## src/rtl/dlp_pkg.sv

```systemverilog
package dlp_pkg;

  typedef enum logic [2:0] {
    S_ACC,    // take the next beat
    S_SEC,    // write the queued second word of a beat
    S_END,    // flush a pending link or write the terminator
    S_TERM,   // write the terminator after a flush
    S_DRAIN,  // discard beats after a failure
    S_FIN     // report the result
  } dlp_state_e;

  localparam logic [15:0] LINK_PRESET = 16'h0001;
  localparam int unsigned DELTA_MAX   = 255;
  localparam int unsigned LEN_MAX     = 127;

  function automatic logic [31:0] make_base_word(input logic [27:0] region);
    return {4'b1000, region};
  endfunction

endpackage

```

## src/rtl/dlp_pair_enc.sv

```systemverilog
module dlp_pair_enc #(
  parameter int OFF_W = 16,
  parameter int LEN_W = 8,
  localparam int WOFF_W = OFF_W - 2
) (
  input  logic              first,
  input  logic [31:0]       base,
  input  logic [OFF_W-1:0]  off,
  input  logic [LEN_W-1:0]  len,
  input  logic [27:0]       prev_region,
  input  logic [WOFF_W-1:0] prev_woff,
  output logic              new_base,
  output logic [WOFF_W-1:0] woff,
  output logic [15:0]       pair,
  output logic              bad
);
  import dlp_pkg::*;

  logic [WOFF_W-1:0] ref_woff;
  logic [WOFF_W-1:0] delta;

  always_comb begin
    woff     = off[OFF_W-1:2];
    new_base = first || (base[31:4] != prev_region) || (woff < prev_woff);
    ref_woff = new_base ? '0 : prev_woff;
    delta    = woff - ref_woff;
    bad      = (delta > WOFF_W'(DELTA_MAX)) || (len > LEN_W'(LEN_MAX));
    pair     = {1'b0, len[6:0], delta[7:0]};
  end

endmodule

```

## src/rtl/dlp_cap_check.sv

```systemverilog
module dlp_cap_check #(
  parameter int DEPTH = 64,
  parameter int SUM_W = 16,
  localparam int AW = $clog2(DEPTH)
) (
  input  logic             pay_mode,
  input  logic [AW:0]      words,
  input  logic [SUM_W-1:0] payload,
  output logic             over
);
  logic [SUM_W:0] total;

  always_comb begin
    total = {1'b0, payload} + (SUM_W+1)'(words);
    over  = pay_mode && (total > (SUM_W+1)'(DEPTH));
  end

endmodule

```

## src/rtl/desc_list_packer.sv

```systemverilog
module desc_list_packer #(
  parameter int SRAM_BYTES = 256,
  parameter int OFF_W      = 16,
  parameter int LEN_W      = 8,
  parameter int SUM_W      = 16,
  localparam int DEPTH  = SRAM_BYTES / 4,
  localparam int AW     = $clog2(DEPTH),
  localparam int WOFF_W = OFF_W - 2
) (
  input  logic             clk,
  input  logic             rst_n,
  input  logic             pay_mode,
  input  logic             ent_valid,
  output logic             ent_ready,
  input  logic             ent_last,
  input  logic [31:0]      ent_base,
  input  logic [OFF_W-1:0] ent_off,
  input  logic [LEN_W-1:0] ent_len,
  output logic             wr_en,
  output logic [AW-1:0]    wr_addr,
  output logic [31:0]      wr_data,
  output logic             done,
  output logic [AW:0]      list_words,
  output logic             err_encode,
  output logic             err_empty,
  output logic             err_overflow
);
  import dlp_pkg::*;

  // list state
  dlp_state_e        state_q, state_d;
  logic              first_q, first_d;
  logic [27:0]       region_q, region_d;
  logic [WOFF_W-1:0] woff_q, woff_d;
  logic [31:0]       link_q, link_d;
  logic              half_q, half_d;
  logic [AW:0]       wcnt_q, wcnt_d;
  logic [SUM_W-1:0]  pay_q, pay_d;
  logic [31:0]       pend_q, pend_d;
  logic              closing_q, closing_d;
  logic              eenc_q, eenc_d;
  logic              eemp_q, eemp_d;
  logic              eovf_q, eovf_d;
  // output registers
  logic              wr_en_d;
  logic [AW-1:0]     wr_addr_d;
  logic [31:0]       wr_data_d;
  logic              done_d;
  logic [AW:0]       len_d;
  logic              oenc_d, oemp_d, oovf_d;

  // encoder results
  logic              enc_new_base;
  logic [WOFF_W-1:0] enc_woff;
  logic [15:0]       enc_pair;
  logic              enc_bad;
  logic              cap_over;

  // write request from the sequencer
  logic              push;
  logic [31:0]       push_word;
  logic              end_now;
  logic              accept;

  dlp_pair_enc #(.OFF_W(OFF_W), .LEN_W(LEN_W)) u_enc (
    .first       (first_q),
    .base        (ent_base),
    .off         (ent_off),
    .len         (ent_len),
    .prev_region (region_q),
    .prev_woff   (woff_q),
    .new_base    (enc_new_base),
    .woff        (enc_woff),
    .pair        (enc_pair),
    .bad         (enc_bad)
  );

  dlp_cap_check #(.DEPTH(DEPTH), .SUM_W(SUM_W)) u_cap (
    .pay_mode (pay_mode),
    .words    (wcnt_q),
    .payload  (pay_q),
    .over     (cap_over)
  );

  assign ent_ready = (state_q == S_ACC) || (state_q == S_DRAIN);
  assign accept    = ent_valid && ent_ready;

  always_comb begin
    state_d   = state_q;
    first_d   = first_q;
    region_d  = region_q;
    woff_d    = woff_q;
    link_d    = link_q;
    half_d    = half_q;
    wcnt_d    = wcnt_q;
    pay_d     = pay_q;
    pend_d    = pend_q;
    closing_d = closing_q;
    eenc_d    = eenc_q;
    eemp_d    = eemp_q;
    eovf_d    = eovf_q;
    wr_en_d   = 1'b0;
    wr_addr_d = wr_addr;
    wr_data_d = wr_data;
    done_d    = 1'b0;
    len_d     = list_words;
    oenc_d    = err_encode;
    oemp_d    = err_empty;
    oovf_d    = err_overflow;
    push      = 1'b0;
    push_word = '0;
    end_now   = closing_q;

    unique case (state_q)
      S_ACC: begin
        end_now = ent_last;
        if (ent_valid) begin
          closing_d = ent_last;
          if (ent_len == '0) begin
            // no entry carried; only a last beat matters
            if (ent_last) state_d = S_END;
          end else if (enc_bad) begin
            eenc_d  = 1'b1;
            state_d = ent_last ? S_FIN : S_DRAIN;
          end else begin
            pay_d    = pay_q + SUM_W'(ent_len);
            woff_d   = enc_woff;
            region_d = ent_base[31:4];
            first_d  = 1'b0;
            state_d  = ent_last ? S_END : S_ACC;
            if (enc_new_base) begin
              link_d = {LINK_PRESET, enc_pair};
              half_d = 1'b1;
              push   = 1'b1;
              if (half_q) begin
                push_word = link_q;
                pend_d    = make_base_word(ent_base[31:4]);
                state_d   = S_SEC;
              end else begin
                push_word = make_base_word(ent_base[31:4]);
              end
            end else if (half_q) begin
              push      = 1'b1;
              push_word = {enc_pair, link_q[15:0]};
              half_d    = 1'b0;
            end else begin
              link_d = {LINK_PRESET, enc_pair};
              half_d = 1'b1;
            end
          end
        end
      end
      S_SEC: begin
        push      = 1'b1;
        push_word = pend_q;
        state_d   = closing_q ? S_END : S_ACC;
      end
      S_END: begin
        if (first_q) begin
          eemp_d  = 1'b1;
          state_d = S_FIN;
        end else if (half_q) begin
          push      = 1'b1;
          push_word = link_q;
          half_d    = 1'b0;
          state_d   = S_TERM;
        end else begin
          push      = 1'b1;
          push_word = '0;
          state_d   = S_FIN;
        end
      end
      S_TERM: begin
        push      = 1'b1;
        push_word = '0;
        state_d   = S_FIN;
      end
      S_DRAIN: begin
        if (ent_valid && ent_last) state_d = S_FIN;
      end
      S_FIN: begin
        done_d    = 1'b1;
        oenc_d    = eenc_q;
        oemp_d    = eemp_q;
        oovf_d    = eovf_q || (!eenc_q && !eemp_q && cap_over);
        len_d     = (eenc_q || eemp_q || eovf_q || cap_over) ? '0 : wcnt_q;
        first_d   = 1'b1;
        region_d  = '0;
        woff_d    = '0;
        half_d    = 1'b0;
        wcnt_d    = '0;
        pay_d     = '0;
        closing_d = 1'b0;
        eenc_d    = 1'b0;
        eemp_d    = 1'b0;
        eovf_d    = 1'b0;
        state_d   = S_ACC;
      end
      default: state_d = S_ACC;
    endcase

    // single write port with a capacity guard
    if (push) begin
      if (wcnt_q == (AW+1)'(DEPTH)) begin
        eovf_d  = 1'b1;
        state_d = end_now ? S_FIN : S_DRAIN;
      end else begin
        wr_en_d   = 1'b1;
        wr_addr_d = wcnt_q[AW-1:0];
        wr_data_d = push_word;
        wcnt_d    = wcnt_q + (AW+1)'(1);
      end
    end
  end

  always_ff @(posedge clk or negedge rst_n) begin
    if (!rst_n) begin
      state_q      <= S_ACC;
      first_q      <= 1'b1;
      region_q     <= '0;
      woff_q       <= '0;
      link_q       <= '0;
      half_q       <= 1'b0;
      wcnt_q       <= '0;
      pay_q        <= '0;
      pend_q       <= '0;
      closing_q    <= 1'b0;
      eenc_q       <= 1'b0;
      eemp_q       <= 1'b0;
      eovf_q       <= 1'b0;
      wr_en        <= 1'b0;
      wr_addr      <= '0;
      wr_data      <= '0;
      done         <= 1'b0;
      list_words   <= '0;
      err_encode   <= 1'b0;
      err_empty    <= 1'b0;
      err_overflow <= 1'b0;
    end else begin
      state_q      <= state_d;
      first_q      <= first_d;
      region_q     <= region_d;
      woff_q       <= woff_d;
      link_q       <= link_d;
      half_q       <= half_d;
      wcnt_q       <= wcnt_d;
      pay_q        <= pay_d;
      pend_q       <= pend_d;
      closing_q    <= closing_d;
      eenc_q       <= eenc_d;
      eemp_q       <= eemp_d;
      eovf_q       <= eovf_d;
      wr_en        <= wr_en_d;
      wr_addr      <= wr_addr_d;
      wr_data      <= wr_data_d;
      done         <= done_d;
      list_words   <= len_d;
      err_encode   <= oenc_d;
      err_empty    <= oemp_d;
      err_overflow <= oovf_d;
    end
  end

  // consecutive writes belong to one list and step by one word
  assert_seq_addr_R12: assert property (@(posedge clk) disable iff (!rst_n)
    (wr_en && $past(wr_en)) |-> (wr_addr == $past(wr_addr) + AW'(1)));

  // a successful list ends with the zero terminator just before done
  assert_term_zero_R4: assert property (@(posedge clk) disable iff (!rst_n)
    (done && list_words != '0) |-> ($past(wr_en) && $past(wr_data) == 32'h0));

  assert_done_pulse_R9: assert property (@(posedge clk) disable iff (!rst_n)
    done |=> !done);

  assert_fail_len_zero_R5: assert property (@(posedge clk) disable iff (!rst_n)
    (done && (err_encode || err_empty || err_overflow)) |-> (list_words == '0));

  assert_drain_quiet_R11: assert property (@(posedge clk) disable iff (!rst_n)
    (state_q == S_DRAIN) |=> !wr_en);

  assert_ready_gap_R10: assert property (@(posedge clk) disable iff (!rst_n)
    (accept && ent_len == '0 && !ent_last) |=> !wr_en);

endmodule

```

## config.mk

```make
export PLATFORM = sky130hd
export DESIGN_NAME = desc_list_packer
export DESIGN_NICKNAME = d
export VERILOG_FILES = /design/src/rtl/dlp_pkg.sv /design/src/rtl/dlp_pair_enc.sv /design/src/rtl/dlp_cap_check.sv /design/src/rtl/desc_list_packer.sv
export SDC_FILE = /design/constraint.sdc
export NUM_CORES = 1
export LEC_CHECK = 0
export ABC_AREA = 1
export BUFFER_PORTS_ARGS = -buffer_cell sky130_fd_sc_hd__buf_4
export CORE_ASPECT_RATIO = 0.7
export CORE_MARGIN = 2
export CORE_UTILIZATION = 50
export DETAILED_ROUTE_END_ITERATION = 8
export GPL_TIMING_DRIVEN = 0
export PLACE_DENSITY = 0.71
export SETUP_SLACK_MARGIN = 0.4
export SLEW_MARGIN = 10
export SYNTH_ARGS = -nofsm -noshare
export SYNTH_HDL_FRONTEND = slang
export SYNTH_SLANG_ARGS = --single-unit
```

## constraint.sdc

```tcl
create_clock -name clk -period 5.2 [get_ports clk]
set_input_delay 0.52 -clock clk [delete_from_list [all_inputs] [get_ports clk]]
set_output_delay 0.52 -clock clk [all_outputs]
set_load 0.005 [all_outputs]
```

==> results.toml, run 1 <==
[sta]
period_share = 0.857
setup_viol = 0
max_slew_margin = 0.144
fin_crit_ps = 4460
fin_skew_ps = 11.7
final_hold_viol_count = 0
worstMarginPinSlew_ps = 1270
setup_tns_ps = 0
clock.fmax_mhz = 224
rsz0062_at_grt = "true"
drv_slew = 0

[floorplan]
core_mm2 = 0.0200
die_width_um = 176
boundaryPins = 112
row_count = 43
die_h_um = 124
start_util = 0.516
dieArea_mm2 = 0.0218

[power]
p_leak_nw = 6.40
power_mw = 4.25
powerDensity_mw_per_mm2 = 350
ir_drop_mv = 0.183

[synthesis]
syn_area_mm2 = 0.0103
synth.distinct_cells = 45
synth_top_area_cell = "dfrtp_1"
ys_warn_count = 0
synth.ff_latch_count = 169
seq_area_frac_synth = 0.410
netlist.area_leader.share = 0.407
synth-main-ff-cell = "dfrtp_1"
async_flop_share = 1.00
syn_avg_cell_area_um2 = 7.10
synth_edf_count = 0
syn_nets = 1564
syn_inst = 1455
netlist_top_cells_area = "dfrtp_1 41%, nand2_1 21%, ha_1 5.5%"

[cells_and_area]
area_delta_synth_final_pct = 17.7
n_antenna_cell = 0
stdcell_count = 1866
drive_gt1_frac = 0.137
final_util = 0.607
nets = 1692
layout_common_cells = "569 x nand2_1, 168 x dfrtp_1, 125 x inv_1"
design_area_mm2 = 0.0122
fillCellCount = 1873
final_common_cell = "nand2_1"

[worst_setup_path]
r2r_end = "region_q[22]"
crit_fanout = 10
r2r_slack_ps = 740
r2r-start = "woff_q[5]"
path_common_cell = "nand2_1"
start_kind = "flop"
required_ps = 5520
slowest_stage = "dfrtp_1"
reg2regPathDepth = 29
crit_arrival_ps = 4780
endpoint_kind = "flop"
slowest_delay_ps = 370
worstSetupPathType = "flop to flop"

[route]
vias_per_cell = 5.39
wl_um = 30900
num_vias = 10100
first_pass_iters = 7
ant_nets = 0
detail_route.wl_per_cell_um = 16.5
drc = 0
drt_iter0_markers = 1158

[outcome]
status = "finished clean"

[grt]
grt_max_degree = 92
grt_usage = 0.289
grt_pass1_vias = 9061
overflow = 0
antenna_found_initial = 0
grt_pass1_wl_um = 49200

[placement]
dpl-instance-area_mm2 = 0.0115
port_buffers = 105
routabilityCongestion = 0.954
dp_cells = 1831
dpl.hpwl_um = 23200

[clock_network]
cts-root-buf = "clkbuf_16"
clk_latency_ps = 440
cts.sinks = 169
clk_path_buf_depth = 2
cts_made_buffers = 17
htree_levels = 4
clkTransAtPathRegs_ps = 70
cts_tree = "built"

[worst_hold_path]
hold_path_class = "input port to async pin"

[job]
drv_cap = 0
-- cell usage after synthesis (20+ instances only) --
library cell and instances:
nand2_1 570, dfrtp_1 168, inv_1 126, nand3_1 107, nor2_1 84, o21ai_0 67
o21ai_1 54, ha_1 45, a21oi_1 42, buf_2 25, inv_2 21, clkbuf_1 20
nand4_1 20
-- critical path: cells and delay by family (launching register included) --
family                     cells  cell delay (ps)
AOI/OAI and AO/OA              5              830
buffers and inverters          5              680
and+or+nand+nor               17             1800
DFF                            1              370
adders and majority gates      2              640
-- registers in the layout, indices dropped and copies added, names as in the netlist, 3 cells and up --
name / cells
region_q: 28
wcnt_q: 7
list_words: 7
wr_data: 32
wr_addr: 6
pay_q: 16
state_q: 3
woff_q: 14
link_q: 16
pend_q: 29
-- through the flow --
step	setup slack, ps	hold slack, ps
after floorplan	1250	224
after global placement	-70.8	455
after detailed placement	-72.5	458
after CTS	440	125
after global routing	363	149
final	744	87.5
-- report_power, final --
part / internal (mW) / switching [mW]
clock network: 0.721 / 0.589
registers: 1.45 / 0.132
logic: 0.452 / 0.909
total: 2.62 / 1.63
-- layer usage --
layer | wire length [um] | up-vias | global-route usage
met4 | 412 | 0 | 0.0690
met2 | 12300 | 459 | 0.390
li1 | - | 4917 | -
met3 | 3210 | 40 | 0.0517
met1 | 14900 | 4645 | 0.470
met5 | 0 | - | 0
-- layout make-up --
| type | instances | area, um2 | area share |
|---|---|---|---|
| Clock inverter | 14 | 160 | 0.0132 |
| Sequential cell | 169 | 4230 | 0.348 |
| Timing Repair Buffer | 109 | 858 | 0.0706 |
| Inverter | 148 | 558 | 0.0459 |
| Multi-Input combinational cell | 1086 | 5310 | 0.437 |
| Buffer | 52 | 268 | 0.0220 |
| Clock buffer | 18 | 429 | 0.0353 |
| Tap cell | 270 | 338 | 0.0278 |
-- worst max path at each step --
stage	startpoint	to	slack (ps)
6_report	woff_q[5]	region_q[22]	740
2_1_floorplan	ent_off[7]	pay_q[7]	1250
3_5_place_dp	ent_off[7]	region_q[26]	-70
5_1_grt	woff_q[5]	region_q[22]	360
3_3_place_gp	ent_off[7]	region_q[27]	-70
4_1_cts	woff_q[5]	region_q[22]	440
-- logic make-up (layout without fill, tap and decap cells) --
family	Yosys count	count (layout)	synth area share
fa+ha+maj	48	48	0.0604
simple gates	814	814	0.324
flops	169	169	0.410
xor+xnor	25	25	0.0212
buf+inv	200	341	0.0776
compound gates	199	199	0.107
-- timing repair --
action	CTS	global route
cloned	0	0
hold buffers	0	0
setup buffers	0	3
setup endpoints to repair	57	145
pin swaps	0	1
gates resized for setup	5	16
No activity file was read; power rests on OpenSTA's default activity.
==> inputs of run 2 (changes only) <==
PLACE_DENSITY = 0.7   (was 0.71)
SYNTH_HIERARCHICAL = 1   (was not set)
==> results.toml, run 2 <==
[synthesis]
syn_nets = 1607
syn_area_mm2 = 0.0107
synth.distinct_cells = 47
netlist_top_cells_area = "dfrtp_1 40%, nand2_1 18%, inv_1 6.7%"
synth.ff_latch_count = 170
ys_warn_count = 6
synth.most_common_cell = "nand2_1"
synth_edf_count = 0
yosys-top-cells-count = "516 x nand2_1, 191 x inv_1, 169 x dfrtp_1, 126 x o21ai_0, 100 x nand3_1"
seq_area_frac_synth = 0.398
synth_top_area_cell = "dfrtp_1"
async_flop_share = 1.00
syn_avg_cell_area_um2 = 7.13
syn_inst = 1500
synth-main-ff-cell = "dfrtp_1"
netlist.area_leader.share = 0.395

[cells_and_area]
drive_gt1_frac = 0.144
n_antenna_cell = 0
final_util = 0.602
largest_register_ffs = 32
nets = 1735
final_common_cell = "nand2_1"
area_delta_synth_final_pct = 17.4
regMostFlops = "wr_data"
largest_registers = "wr_data (32), pend_q (29), region_q (28)"
layout_common_cells = "515 x nand2_1, 190 x inv_1, 169 x dfrtp_1"

[route]
detail_route.wl_per_cell_um = 16.1
first_pass_iters = 9
ant_nets = 0
drt_iter0_markers = 874
wl_um = 30900
num_vias = 10300
drc = 2
vias_per_cell = 5.39

[sta]
setup_tns_ps = 0
rsz0062_at_grt = "false"
max_slew_margin = 0.521
fin_crit_ps = 4550
whs_ps = 68.7
setup_viol = 0
drv_slew = 0
period_share = 0.875
fin_skew_ps = 9.64
clock.fmax_mhz = 220
worstMarginPinSlew_ps = 716
finalWorstSetupSlack_ps = 653
final_hold_viol_count = 0

[outcome]
status = "finished with violations"
violations = "DRC"

[worst_hold_path]
hold_path_class = "input port to async pin"

[worst_setup_path]
crit_start = "woff_q[13]"
crit_fanout = 10
r2r-start = "woff_q[13]"
worstSetupPathType = "flop to flop"
reg2regPathDepth = 26
r2r_end = "wr_data[25]"
crit_arrival_ps = 4920
critPathCapture = "wr_data[25]"
r2r_slack_ps = 650
endpoint_kind = "flop"
required_ps = 5570
start_kind = "flop"

[clock_network]
clk_path_buf_depth = 2
cts.sinks = 170
clkTransAtPathRegs_ps = 80
clk_latency_ps = 440
cts_tree = "built"
cts-root-buf = "clkbuf_16"
cts_made_buffers = 17
ctsHoldBuffers = 0
htree_levels = 4

[grt]
overflow = 0
grt_usage = 0.282
grt_pass1_wl_um = 49400
antenna_found_initial = 0
grt_max_degree = 87
grt_pass1_vias = 9229

[floorplan]
dieArea_mm2 = 0.0226
boundaryPins = 112
die_width_um = 179
start_util = 0.513
core_mm2 = 0.0209
row_count = 44
die_h_um = 126

[power]
powerDensity_mw_per_mm2 = 294
ir_drop_mv = 0.227
power_mw = 3.69
p_leak_nw = 6.75

[placement]
pre_cts_ws_ps = 251
dpl.hpwl_um = 23500
port_buffers = 105
routabilityCongestion = 0.923

[job]
drv_cap = 0
==> run 2: cell count changes after synthesis, sizes merged, moves of 5 or more <==
cell / delta
buf: +15
a22oi: +11
nand2: -49
o21ai: +10
xor2: -6
nand3: -5
nand3b: +5
nor2: +7
inv: +50
clkbuf: +6
a21oi: -7
a22o: +15
==> run 2: kinds of logic after synthesis <==
logic type / share of synthesized area
AOI/OAI and AO/OA: 0.123
xor gates and xnor gates: 0.0164
adders and majority gates: 0.0559
buffers and inverters: 0.108
DFF: 0.398
other: 0.000350
and+or+nand+nor: 0.299
==> run 2: report_power, final <==
part,switching [mW],internal (mW),leakage (nW)
Clock,0.646,0.652,0.291
Sequential,0.0975,1.43,2.33
Combinational,0.554,0.310,4.13
Total,1.30,2.39,6.75
==> run 2: how the worst min path moves through the flow <==
stage	end	start	slack, ps	cells past startpoint
final	wr_data[8]	rst_n	70	1
after detailed placement	pend_q[31]	pend_q[31]	450	2
after floorplan	closing_q	rst_n	220	0
after global routing	wr_data[8]	rst_n	120	1
after CTS	wr_data[8]	rst_n	90	1
after global placement	pend_q[31]	pend_q[31]	450	2
==> run 2: critical path, cell delays in order, from the launching register on <==
cell and delay (ps):
dfrtp_1 400, inv_1 60, ha_1 280, nand2_1 80, nor2_1 150, nand3_1 110
nor2_1 100, nand2_1 70, nand2_2 120, nand2_4 130, inv_2 90, buf_6 130
nand2_1 60, ha_1 380, a21oi_2 180, o21ai_1 90, nand2_1 110, nand3_2 100
a21oi_2 170, xor2_1 180, nand4_1 230, inv_2 140, nand3_4 150, clkbuf_1 270
o21ai_0 470, nand3_1 130, nand2_1 90
==> run 2: timing repair <==
item,4_1_cts,5_1_grt
gates resized for setup,0,28
setup buffers,0,3
endpoints found under the setup margin,0,156
==> run 2: cell type report <==
type                            instances  area, um2
Buffer                                 73        419
Clock inverter                         15        179
Sequential cell                       170       4260
Timing Repair Buffer                  109        846
Inverter                              197        747
Fill cell                            1949       8310
Multi-Input combinational cell       1060       5340
Tap cell                              276        345
Clock buffer                           17        425
==> run 2: per-layer routing <==
| layer | wire length, um | up-vias | part of all wire | track usage |
|---|---|---|---|---|
| met4 | 311 | 0 | 0.010 | 0.0612 |
| met2 | 12500 | 443 | 0.40 | 0.388 |
| li1 | - | 5043 | - | - |
| met3 | 3080 | 26 | 0.10 | 0.0758 |
| met5 | 0 | - | 0 | 0 |
| met1 | 15000 | 4816 | 0.49 | 0.440 |
==> run 2: metrics by stage <==
stage | cell area [um2] | instances
2_1_floorplan | 10700 | 1500
3_3_place_gp | 11800 | 1881
3_5_place_dp | 11900 | 1882
4_1_cts | 12500 | 1914
5_1_grt | 12600 | 1917
6_report | 12600 | 1917
==> inputs of run 3 (changes only) <==
CORE_UTILIZATION = 40   (was 50)
PLACE_DENSITY = 0.59   (was 0.7)
==> results.toml, run 3 (synthesis results as in run 2) <==
[worst_hold_path]
hp-start = "ent_base[17]"
hold_path_class = "input port to flop"

[job]
drv_cap = 0

[clock_network]
clk_path_buf_depth = 2
clkTransAtPathRegs_ps = 70
htree_levels = 4
cts_tree = "built"
cts.sinks = 170
cts_made_buffers = 17
cts-root-buf = "clkbuf_16"
clk_latency_ps = 440

[cells_and_area]
final_common_cell = "nand2_1"
largest_register_ffs = 32
largest_registers = "wr_data (32), pend_q (29), region_q (28)"
area_delta_synth_final_pct = 19.4
multi_input_area_mm2 = 0.00540
nets = 1737
seq_area_mm2 = 0.00426
drive_gt1_frac = 0.149
layout_common_cells = "515 x nand2_1, 190 x inv_1, 169 x dfrtp_1"
regMostFlops = "wr_data"
final_util = 0.481
fillCellCount = 2753
n_antenna_cell = 0

[route]
wl_um = 32300
drt_iter0_markers = 814
detail_route.wl_per_cell_um = 16.1
num_vias = 10100
drc = 0
vias_per_cell = 5.06
ant_nets = 0
first_pass_iters = 6

[sta]
rsz0062_at_grt = "false"
whs_ps = 395
worstMarginPinSlew_ps = 695
drv_slew = 0
setup_viol = 0
max_slew_margin = 0.535
clock.fmax_mhz = 224
final_hold_viol_count = 0
fin_skew_ps = 10.8
setup_tns_ps = 0
fin_crit_ps = 4470
period_share = 0.860

[worst_setup_path]
r2r-start = "region_q[10]"
worstSetupPathType = "flop to flop"
endpoint_kind = "flop"
slowest_stage = "dfrtp_1"
required_ps = 5570
crit_fanout = 10
slowest_delay_ps = 400
crit_arrival_ps = 4840
crit_start = "region_q[10]"
path_common_cell = "nand2_1"
start_kind = "flop"

[grt]
grt_pass1_vias = 9483
antenna_found_initial = 0
grt_usage = 0.237
grt_pass1_wl_um = 51500
overflow = 0
grt_max_degree = 70

[power]
p_leak_nw = 6.77
powerDensity_mw_per_mm2 = 294
ir_drop_mv = 0.205
power_mw = 3.75

[floorplan]
dieArea_mm2 = 0.0281
core_mm2 = 0.0265
start_util = 0.403
die_width_um = 199
boundaryPins = 112
die_h_um = 141
row_count = 50

[placement]
routabilityCongestion = 0.906
port_buffers = 105
dpl.hpwl_um = 24800

[outcome]
status = "finished clean"
## run 3: cell type report
| type | instances | area share |
|---|---|---|
| buffer | 73 | 0.0329 |
| clock buffer | 19 | 0.0355 |
| clock inverter | 13 | 0.0126 |
| inverter | 197 | 0.0585 |
| multi-input combinational | 1060 | 0.422 |
| sequential | 170 | 0.333 |
| tap | 364 | 0.0357 |
| timing repair buffer | 111 | 0.0692 |
## run 3: layer usage
layer,share of wire,wire [um],track usage,up-vias
met5,0,0,0,-
met4,0.012,378,0.0503,0
met3,0.077,2490,0.0526,23
met2,0.40,12900,0.333,310
met1,0.51,16500,0.369,4783
li1,-,-,-,5033
## run 3: what timing repair did
item                                    in CTS  in global routing
hold buffers                                 1                  0
hold endpoints to repair                    41                  0
pin swaps                                    0                  1
buffers inserted                             0                  3
endpoints found under the setup margin       2                156
resized for setup                            2                 36
## run 3: path summary, 6_finish.rpt
check / to / cells past startpoint / slack, ps
setup / recovery: wr_data[19] / 27 / 730
hold reg to reg: wr_addr[1] / 2 / 470
max in group asynchronous: first_q / 4 / 3600
setup reg to reg: wr_data[19] / 27 / 730
hold / removal: pend_q[13] / 3 / 390
min in group asynchronous: wr_data[7] / 2 / 550
## run 3: report_power, final
group | total, mW | switching (mW) | leakage (nW) | internal (mW)
sequential | 1.53 | 0.0990 | 2.33 | 1.43
clock | 1.35 | 0.600 | 0.293 | 0.748
combinational | 0.872 | 0.555 | 4.15 | 0.317
## run 3: through the flow
stage | area [um2] | worst slack [ps] | std cells
floorplan | 10700 | 1320 | 1500
global placement | 11900 | 172 | 1969
detailed placement | 12000 | 162 | 1971
CTS | 12600 | 421 | 2004
global route | 12800 | 405 | 2007
finish | 12800 | 729 | 2007
## run 3: worst max-delay path, delay by kind of cell (launching register included)
family                     cells  cell delay, ps
and+or+nand+nor               18            2150
AOI/OAI and AO/OA              3             750
buffers and inverters          5             700
DFF                            1             400
adders and majority gates      1             350
